File: config.mk
export PLATFORM = sky130hd
export DESIGN_NAME = cs_arith_cluster
export DESIGN_NICKNAME = d
export VERILOG_FILES = /design/src/rtl/cs_arith_pkg.sv /design/src/rtl/cs_bit_cell.sv /design/src/rtl/cs_dual_chain.sv /design/src/rtl/cs_operand_mux.sv /design/src/rtl/cs_result_reg.sv /design/src/rtl/cs_arith_cluster.sv
export SDC_FILE = /design/constraint.sdc
export NUM_CORES = 1
export LEC_CHECK = 0
export ABC_CLOCK_PERIOD_IN_PS = 9900
export BUFFER_PORTS_ARGS = -buffer_cell sky130_fd_sc_hd__buf_2
export CAP_MARGIN = 25
export CORE_MARGIN = 2
export CORE_UTILIZATION = 25
export DETAILED_ROUTE_END_ITERATION = 10
export MAX_ROUTING_LAYER = met4
export SLEW_MARGIN = 25
export SYNTH_ARGS = -nofsm -noshare
export SYNTH_HDL_FRONTEND = slang
export SYNTH_HIERARCHICAL = 1
export SYNTH_SLANG_ARGS = --single-unit
File: constraint.sdc
create_clock -name clk -period 9.9 [get_ports clk]
set_input_delay 2.475 -clock clk [delete_from_list [all_inputs] [get_ports clk]]
set_output_delay 2.475 -clock clk [all_outputs]
set_load 0.02 [all_outputs]
File: src/rtl/cs_arith_pkg.sv
package cs_arith_pkg;
   // Action taken by the result register at an enabled edge
   typedef enum logic [1:0] {
      ACT_HOLD  = 2'd0,
      ACT_CLEAR = 2'd1,
      ACT_LOAD  = 2'd2,
      ACT_STEP  = 2'd3
   } cs_act_e;

   function automatic cs_act_e cs_pick_action(input logic ce, input logic clr, input logic ld);
      cs_act_e act;
      if (!ce)      act = ACT_HOLD;
      else if (clr) act = ACT_CLEAR;
      else if (ld)  act = ACT_LOAD;
      else          act = ACT_STEP;
      return act;
   endfunction
endpackage

File: src/rtl/cs_bit_cell.sv
// One bit of the cluster: two candidate sums and two carries, one per chain.
module cs_bit_cell #(
   parameter bit ADD_FORM = 1'b0   // 1: arithmetic form, 0: explicit gate form
) (
   input  logic a,
   input  logic b,
   input  logic ci_z,
   input  logic ci_o,
   output logic s_z,
   output logic s_o,
   output logic co_z,
   output logic co_o
);
   generate
      if (ADD_FORM) begin : g_add
         assign {co_z, s_z} = {1'b0, a} + {1'b0, b} + {1'b0, ci_z};
         assign {co_o, s_o} = {1'b0, a} + {1'b0, b} + {1'b0, ci_o};
      end else begin : g_gate
         logic p, g;
         assign p    = a ^ b;
         assign g    = a & b;
         assign s_z  = p ^ ci_z;
         assign s_o  = p ^ ci_o;
         assign co_z = g | (p & ci_z);
         assign co_o = g | (p & ci_o);
      end
   endgenerate
endmodule

File: src/rtl/cs_dual_chain.sv
// WIDTH cells with two independent ripple chains forced to 0 and 1 at bit 0.
module cs_dual_chain #(
   parameter int WIDTH    = 10,
   parameter bit ADD_FORM = 1'b0
) (
   input  logic [WIDTH-1:0] a,
   input  logic [WIDTH-1:0] b,
   output logic [WIDTH-1:0] sum_z,
   output logic [WIDTH-1:0] sum_o,
   output logic             cout_z,
   output logic             cout_o
);
   logic [WIDTH:0] cz, co;

   assign cz[0] = 1'b0;
   assign co[0] = 1'b1;

   generate
      for (genvar i = 0; i < WIDTH; i++) begin : g_cell
         cs_bit_cell #(.ADD_FORM(ADD_FORM)) u_cell (
            .a    (a[i]),
            .b    (b[i]),
            .ci_z (cz[i]),
            .ci_o (co[i]),
            .s_z  (sum_z[i]),
            .s_o  (sum_o[i]),
            .co_z (cz[i+1]),
            .co_o (co[i+1])
         );
      end
   endgenerate

   assign cout_z = cz[WIDTH];
   assign cout_o = co[WIDTH];
endmodule

File: src/rtl/cs_operand_mux.sv
// Chooses the cell operands and carry select: external operands or counter step.
module cs_operand_mux #(
   parameter int WIDTH = 10
) (
   input  logic [WIDTH-1:0] op_a,
   input  logic [WIDTH-1:0] op_b,
   input  logic [WIDTH-1:0] cur,
   input  logic             sub_mode,
   input  logic             carry_sel,
   input  logic             cnt_en,
   input  logic             cnt_up,
   output logic [WIDTH-1:0] a_eff,
   output logic [WIDTH-1:0] b_eff,
   output logic             sel_eff
);
   logic [WIDTH-1:0] b_raw;
   logic             inv;

   always_comb begin
      if (cnt_en) begin
         // up: cur + 0 + 1 ; down: cur + all-ones + 0
         a_eff   = cur;
         b_raw   = '0;
         inv     = ~cnt_up;
         sel_eff = cnt_up;
      end else begin
         a_eff   = op_a;
         b_raw   = op_b;
         inv     = sub_mode;
         sel_eff = carry_sel;
      end
      b_eff = inv ? ~b_raw : b_raw;
   end
endmodule

File: src/rtl/cs_result_reg.sv
// Result register: clear over load over step, all gated by clock enable.
module cs_result_reg
   import cs_arith_pkg::*;
#(
   parameter int WIDTH = 10
) (
   input  logic             clk,
   input  logic             rst_n,
   input  logic             ce,
   input  logic             clr,
   input  logic             ld,
   input  logic [WIDTH-1:0] ld_val,
   input  logic [WIDTH-1:0] d,
   output logic [WIDTH-1:0] q
);
   cs_act_e act;
   assign act = cs_pick_action(ce, clr, ld);

   always_ff @(posedge clk or negedge rst_n) begin
      if (!rst_n) begin
         q <= '0;
      end else begin
         case (act)
            ACT_CLEAR: q <= '0;
            ACT_LOAD:  q <= ld_val;
            ACT_STEP:  q <= d;
            default:   q <= q;
         endcase
      end
   end

   // clear wins
   a_r5_clear: assert property (@(posedge clk) disable iff (!rst_n)
      (ce && clr) |=> (q == '0));
   // load below clear
   a_r6_load: assert property (@(posedge clk) disable iff (!rst_n)
      (ce && !clr && ld) |=> (q == $past(ld_val)));
   // no enable, no change
   a_r7_hold: assert property (@(posedge clk) disable iff (!rst_n)
      !ce |=> $stable(q));
   // arithmetic capture
   a_r4_capture: assert property (@(posedge clk) disable iff (!rst_n)
      (ce && !clr && !ld) |=> (q == $past(d)));
endmodule

File: src/rtl/cs_arith_cluster.sv
module cs_arith_cluster #(
   parameter int WIDTH    = 10,
   parameter bit ADD_FORM = 1'b0
) (
   input  logic             clk,
   input  logic             rst_n,
   input  logic [WIDTH-1:0] op_a,
   input  logic [WIDTH-1:0] op_b,
   input  logic             sub_mode,
   input  logic             carry_sel,
   input  logic             clk_en,
   input  logic             cnt_en,
   input  logic             cnt_up,
   input  logic             sclr,
   input  logic             sload,
   input  logic [WIDTH-1:0] load_val,
   output logic [WIDTH-1:0] comb_sum,
   output logic [WIDTH-1:0] reg_sum,
   output logic             cout_z,
   output logic             cout_o,
   output logic             cout_sel
);
   localparam logic [WIDTH-1:0] ALL_ONES = {WIDTH{1'b1}};

   generate
      if (WIDTH < 2) begin : g_bad_width
         $error("cs_arith_cluster: WIDTH must be at least 2");
      end
   endgenerate

   logic [WIDTH-1:0] a_eff, b_eff, sum_z, sum_o;
   logic             sel_eff;

   cs_operand_mux #(.WIDTH(WIDTH)) u_mux (
      .op_a      (op_a),
      .op_b      (op_b),
      .cur       (reg_sum),
      .sub_mode  (sub_mode),
      .carry_sel (carry_sel),
      .cnt_en    (cnt_en),
      .cnt_up    (cnt_up),
      .a_eff     (a_eff),
      .b_eff     (b_eff),
      .sel_eff   (sel_eff)
   );

   cs_dual_chain #(.WIDTH(WIDTH), .ADD_FORM(ADD_FORM)) u_chain (
      .a      (a_eff),
      .b      (b_eff),
      .sum_z  (sum_z),
      .sum_o  (sum_o),
      .cout_z (cout_z),
      .cout_o (cout_o)
   );

   // Late carry only drives the final selection
   assign comb_sum = sel_eff ? sum_o : sum_z;
   assign cout_sel = sel_eff ? cout_o : cout_z;

   cs_result_reg #(.WIDTH(WIDTH)) u_reg (
      .clk    (clk),
      .rst_n  (rst_n),
      .ce     (clk_en),
      .clr    (sclr),
      .ld     (sload),
      .ld_val (load_val),
      .d      (comb_sum),
      .q      (reg_sum)
   );

   // the carry-1 chain never carries less than the carry-0 chain
   a_r2_chain_dominance: assert property (@(posedge clk) disable iff (!rst_n)
      cout_z |-> cout_o);
   // counting up steps by one, with wrap
   a_r8_count_up: assert property (@(posedge clk) disable iff (!rst_n)
      (clk_en && !sclr && !sload && cnt_en && cnt_up)
      |=> (reg_sum == WIDTH'($past(reg_sum) + 1'b1)));
   // counting down steps by one, with wrap
   a_r8_count_down: assert property (@(posedge clk) disable iff (!rst_n)
      (clk_en && !sclr && !sload && cnt_en && !cnt_up)
      |=> (reg_sum == WIDTH'($past(reg_sum) - 1'b1)));
   // the up-count carry marks the wrap from all-ones
   a_r8_up_carry: assert property (@(posedge clk) disable iff (!rst_n)
      (cnt_en && cnt_up) |-> (cout_sel == (reg_sum == ALL_ONES)));
endmodule

==> key figures <==
Route
  • Drt wl/cell: approximately 14 microns
  • Final ANT Viol Nets: 0
  • Initial DRC count: 29
  • Post-route DRC: 0
  • Post-Route WL: 3460 microns
  • Drt pass-1 iters: 4
  • DR vias: 1056
  • Drt via density: 4.22

Pwr
  • Switching part of the total: 0.424
  • Gate power share: 0.659
  • LEAKAGE: 0.929 nW
  • P_sw: 0.000130 W
  • Pint: approximately 0.00018 W
  • Peak VDD IR: slightly below 0.1 mV
  • Seq pwr share: 0.176
  • PwrDens: 164 nW/um^2
  • Clock power share: 0.165

Floorplanning
  • Rows: 27
  • Die Height: 79.2 microns
  • I/O pins: 62
  • Core Area: 5470 sq um
  • Initial Utilization: 0.258
  • Die X: between 70 and 80 microns
  • Die footprint: 6270 sq um

Global routing
  • Largest net degree at the start of global routing: 12
  • First-pass GRT wire length: 5780 microns
  • Number of global-route vias before repair: 1174
  • Antenna violations before repair: 0
  • Total global routing overflow: 0
  • GRT Total Usage: 0.121

Cells and area
  • Sequential cell area: 250 sq um
  • Fraction of layout cells with a size suffix above 1: 0.545
  • Final Util: 0.340
  • Max reg flops: 10
  • Area Growth Syn to Fin: 31.5%
  • Nets@finish: 238
  • Regs by FF count: u_reg/q: 10 flops
  • Antenna diode count: 0
  • Fill count: 575
  • Area occupied by multi-input gates: 1070 sq um
  • Largest register by flop count: u_reg/q

Timing
  • Setup WS post-layout: 0.151 ns
  • Hold_ws: 0.561 ns
  • Max-slew violations: 0
  • Setup violators final: 0
  • Tmin final: 9.75 ns
  • Final Hold Fails: 0
  • RSZ-0062 raised after global routing: false
  • Clock skew: 0.00501 ns
  • Crit share post-route: 0.985
  • Setup TNS: 0 ns
  • Max Freq: 103 MHz

Yosys
  • Xor-xnor portion of the synthesized cell area: 0.0620
  • Synth cell types: 16
  • Multiplexer area fraction after synthesis: 0.289
  • YS warnings: 6
  • Syn Nets: ~170
  • Mapped Cells: 115
  • Compound-cell area share of the yosys netlist: 0.101
  • Cell area after synthesis: 1410 sq um
  • Leading area contributor after synthesis: fa_1
  • Seq cells post-synth: 10
  • Top-area cell type share of the netlist area: 0.283
  • Synth Area in Simple Gates: 0.00709
  • Largest family of logic cells by synthesized area: multiplexers
  • Register area share after synthesis: 0.177
  • Adder-cell area share of the yosys netlist: 0.283
  • Mean Syn Cell Area: 12.3 sq um
  • Largest cells by area after synthesis: fa_1 (28%), mux2_4 (20%), dfrtp_1 (18%)

Job
  • Max-cap violations: 0

Setup path
  • Critical path capture point type: primary output
  • Worst R2R Start: u_reg/q[0]$_DFFE_PN0P_
  • Critical-path maximum fanout: 6
  • R2R Setup Slk: 4.69 ns
  • Critical Path Sink: comb_sum[9]
  • R2R depth: 14
  • Req. time, crit path: 7.43 ns
  • CP Launch Type: input port
  • Worst EP arrival: just over 7 ns
  • R2r endpoint: u_reg/q[9]$_DFFE_PN0P_
  • CP startpoint: cnt_en
  • Critical setup path kind: in2out

Run status
  • Run status: finished, final reports clean

Worst hold path
  • Min-Delay Path Class: reg2reg

CTS
  • CTS H-tree lvls: 1
  • Worst-skew pair later-pin latency: about 0.24 ns
  • Clk root buf: clkbuf_8
  • CTS tree: built
  • Clk slew on worst S/H paths: 0.05 ns
  • Clock sink count: 10
  • CTS max path bufs: 2
  • Number of buffers created by CTS: 3
  • Post-CTS setup buffer count: 0

Placed design
  • Worst slack, placed: -0.0531 ns
  • IO Port Bufs: 61
  • Placer Congestion: 0.737
  • DP HPWL: 3070 microns
## synth_stat cells
cell type,instances
fa_1,20
mux2_4,19
inv_1,11
dfrtp_1,10
mux2i_1,10
o21a_1,10
o22ai_1,10
xor2_1,10
buf_6,4
buf_2,3
conb_1,2
mux2_2,2
clkbuf_2,1
nand2_1,1
nand2b_1,1
o21ai_1,1
## placed cells by master (no fill, tap or decap), drive strengths merged
cell,n
inv,11
xor2,10
fa,20
mux2,21
clkbuf,4
o22ai,10
dfrtp,10
buf,67
o21a,10
o21ai,1
conb,2
mux2i,10
nand2,1
nand2b,1
## metrics by stage
| step | instance area, sq um | power (W) | std cells |
|---|---|---|---|
| after floorplan | 1410 | 0.000200 | 115 |
| after global placement | 1790 | 0.000253 | 246 |
| after detailed placement | 1790 | 0.000257 | 246 |
| after CTS | 1850 | 0.000310 | 250 |
| after global routing | 1860 | 0.000334 | 250 |
| final | 1860 | 0.000306 | 250 |
## power groups by stage
stage / clock network (W) / registers [W] / logic, W
2_1_floorplan: 0 / 0.0000617 / 0.000138
3_3_place_gp: 0 / 0.0000543 / 0.000198
3_5_place_dp: 0 / 0.0000543 / 0.000203
4_1_cts: 0.0000525 / 0.0000539 / 0.000204
5_1_grt: 0.0000559 / 0.0000548 / 0.000224
6_report: 0.0000505 / 0.0000537 / 0.000201
## cell families after synthesis
family | after synthesis
compound gates | 21
other cells | 2
xor+xnor | 10
buf+inv | 19
fa+ha+maj | 20
flops | 10
mux | 31
simple gates | 2
## final cells by class
cell class / instances / share of cell area
multi-input combinational: 86 / 0.575
clock buffer: 4 / 0.0296
timing repair buffer: 67 / 0.190
inverter: 11 / 0.0222
sequential: 10 / 0.135
tap: 72 / 0.0485
## critical path: stages
cell and delay (ns):
buf_4 0.14, mux2_4 0.32, fa_1 0.46, fa_2 0.35, fa_2 0.34, fa_1 0.39, fa_1 0.39, fa_1 0.39
fa_2 0.35, fa_1 0.39, fa_1 0.38, fa_1 0.44, mux2_4 0.28, buf_2 0.16
## repair_timing
item / in CTS / in global routing
hold buffers: 0 / 0
setup endpoints to repair: 2 / 2
gates resized for setup: 2 / 4
## metal layers
layer  track usage  vias up  part of all wire
li1              -      514                 -
met5             -        -                 0
met4       0.00517        0                 0
met2         0.194       49              0.46
met3        0.0364        0             0.082
met1         0.161      493              0.46
## worst min-delay path by stage
| stage | from | end | depth (start not counted) |
|---|---|---|---|
| final | u_reg/q[9]$_DFFE_PN0P_ | u_reg/q[9]$_DFFE_PN0P_ | 2 |
| after global placement | u_reg/q[2]$_DFFE_PN0P_ | u_reg/q[2]$_DFFE_PN0P_ | 2 |
| after floorplan | u_reg/q[7]$_DFFE_PN0P_ | u_reg/q[7]$_DFFE_PN0P_ | 2 |
| after CTS | u_reg/q[9]$_DFFE_PN0P_ | u_reg/q[9]$_DFFE_PN0P_ | 2 |
| after global routing | u_reg/q[5]$_DFFE_PN0P_ | u_reg/q[5]$_DFFE_PN0P_ | 2 |
| after detailed placement | u_reg/q[9]$_DFFE_PN0P_ | u_reg/q[9]$_DFFE_PN0P_ | 2 |
Power figures use the tool's default switching activity.
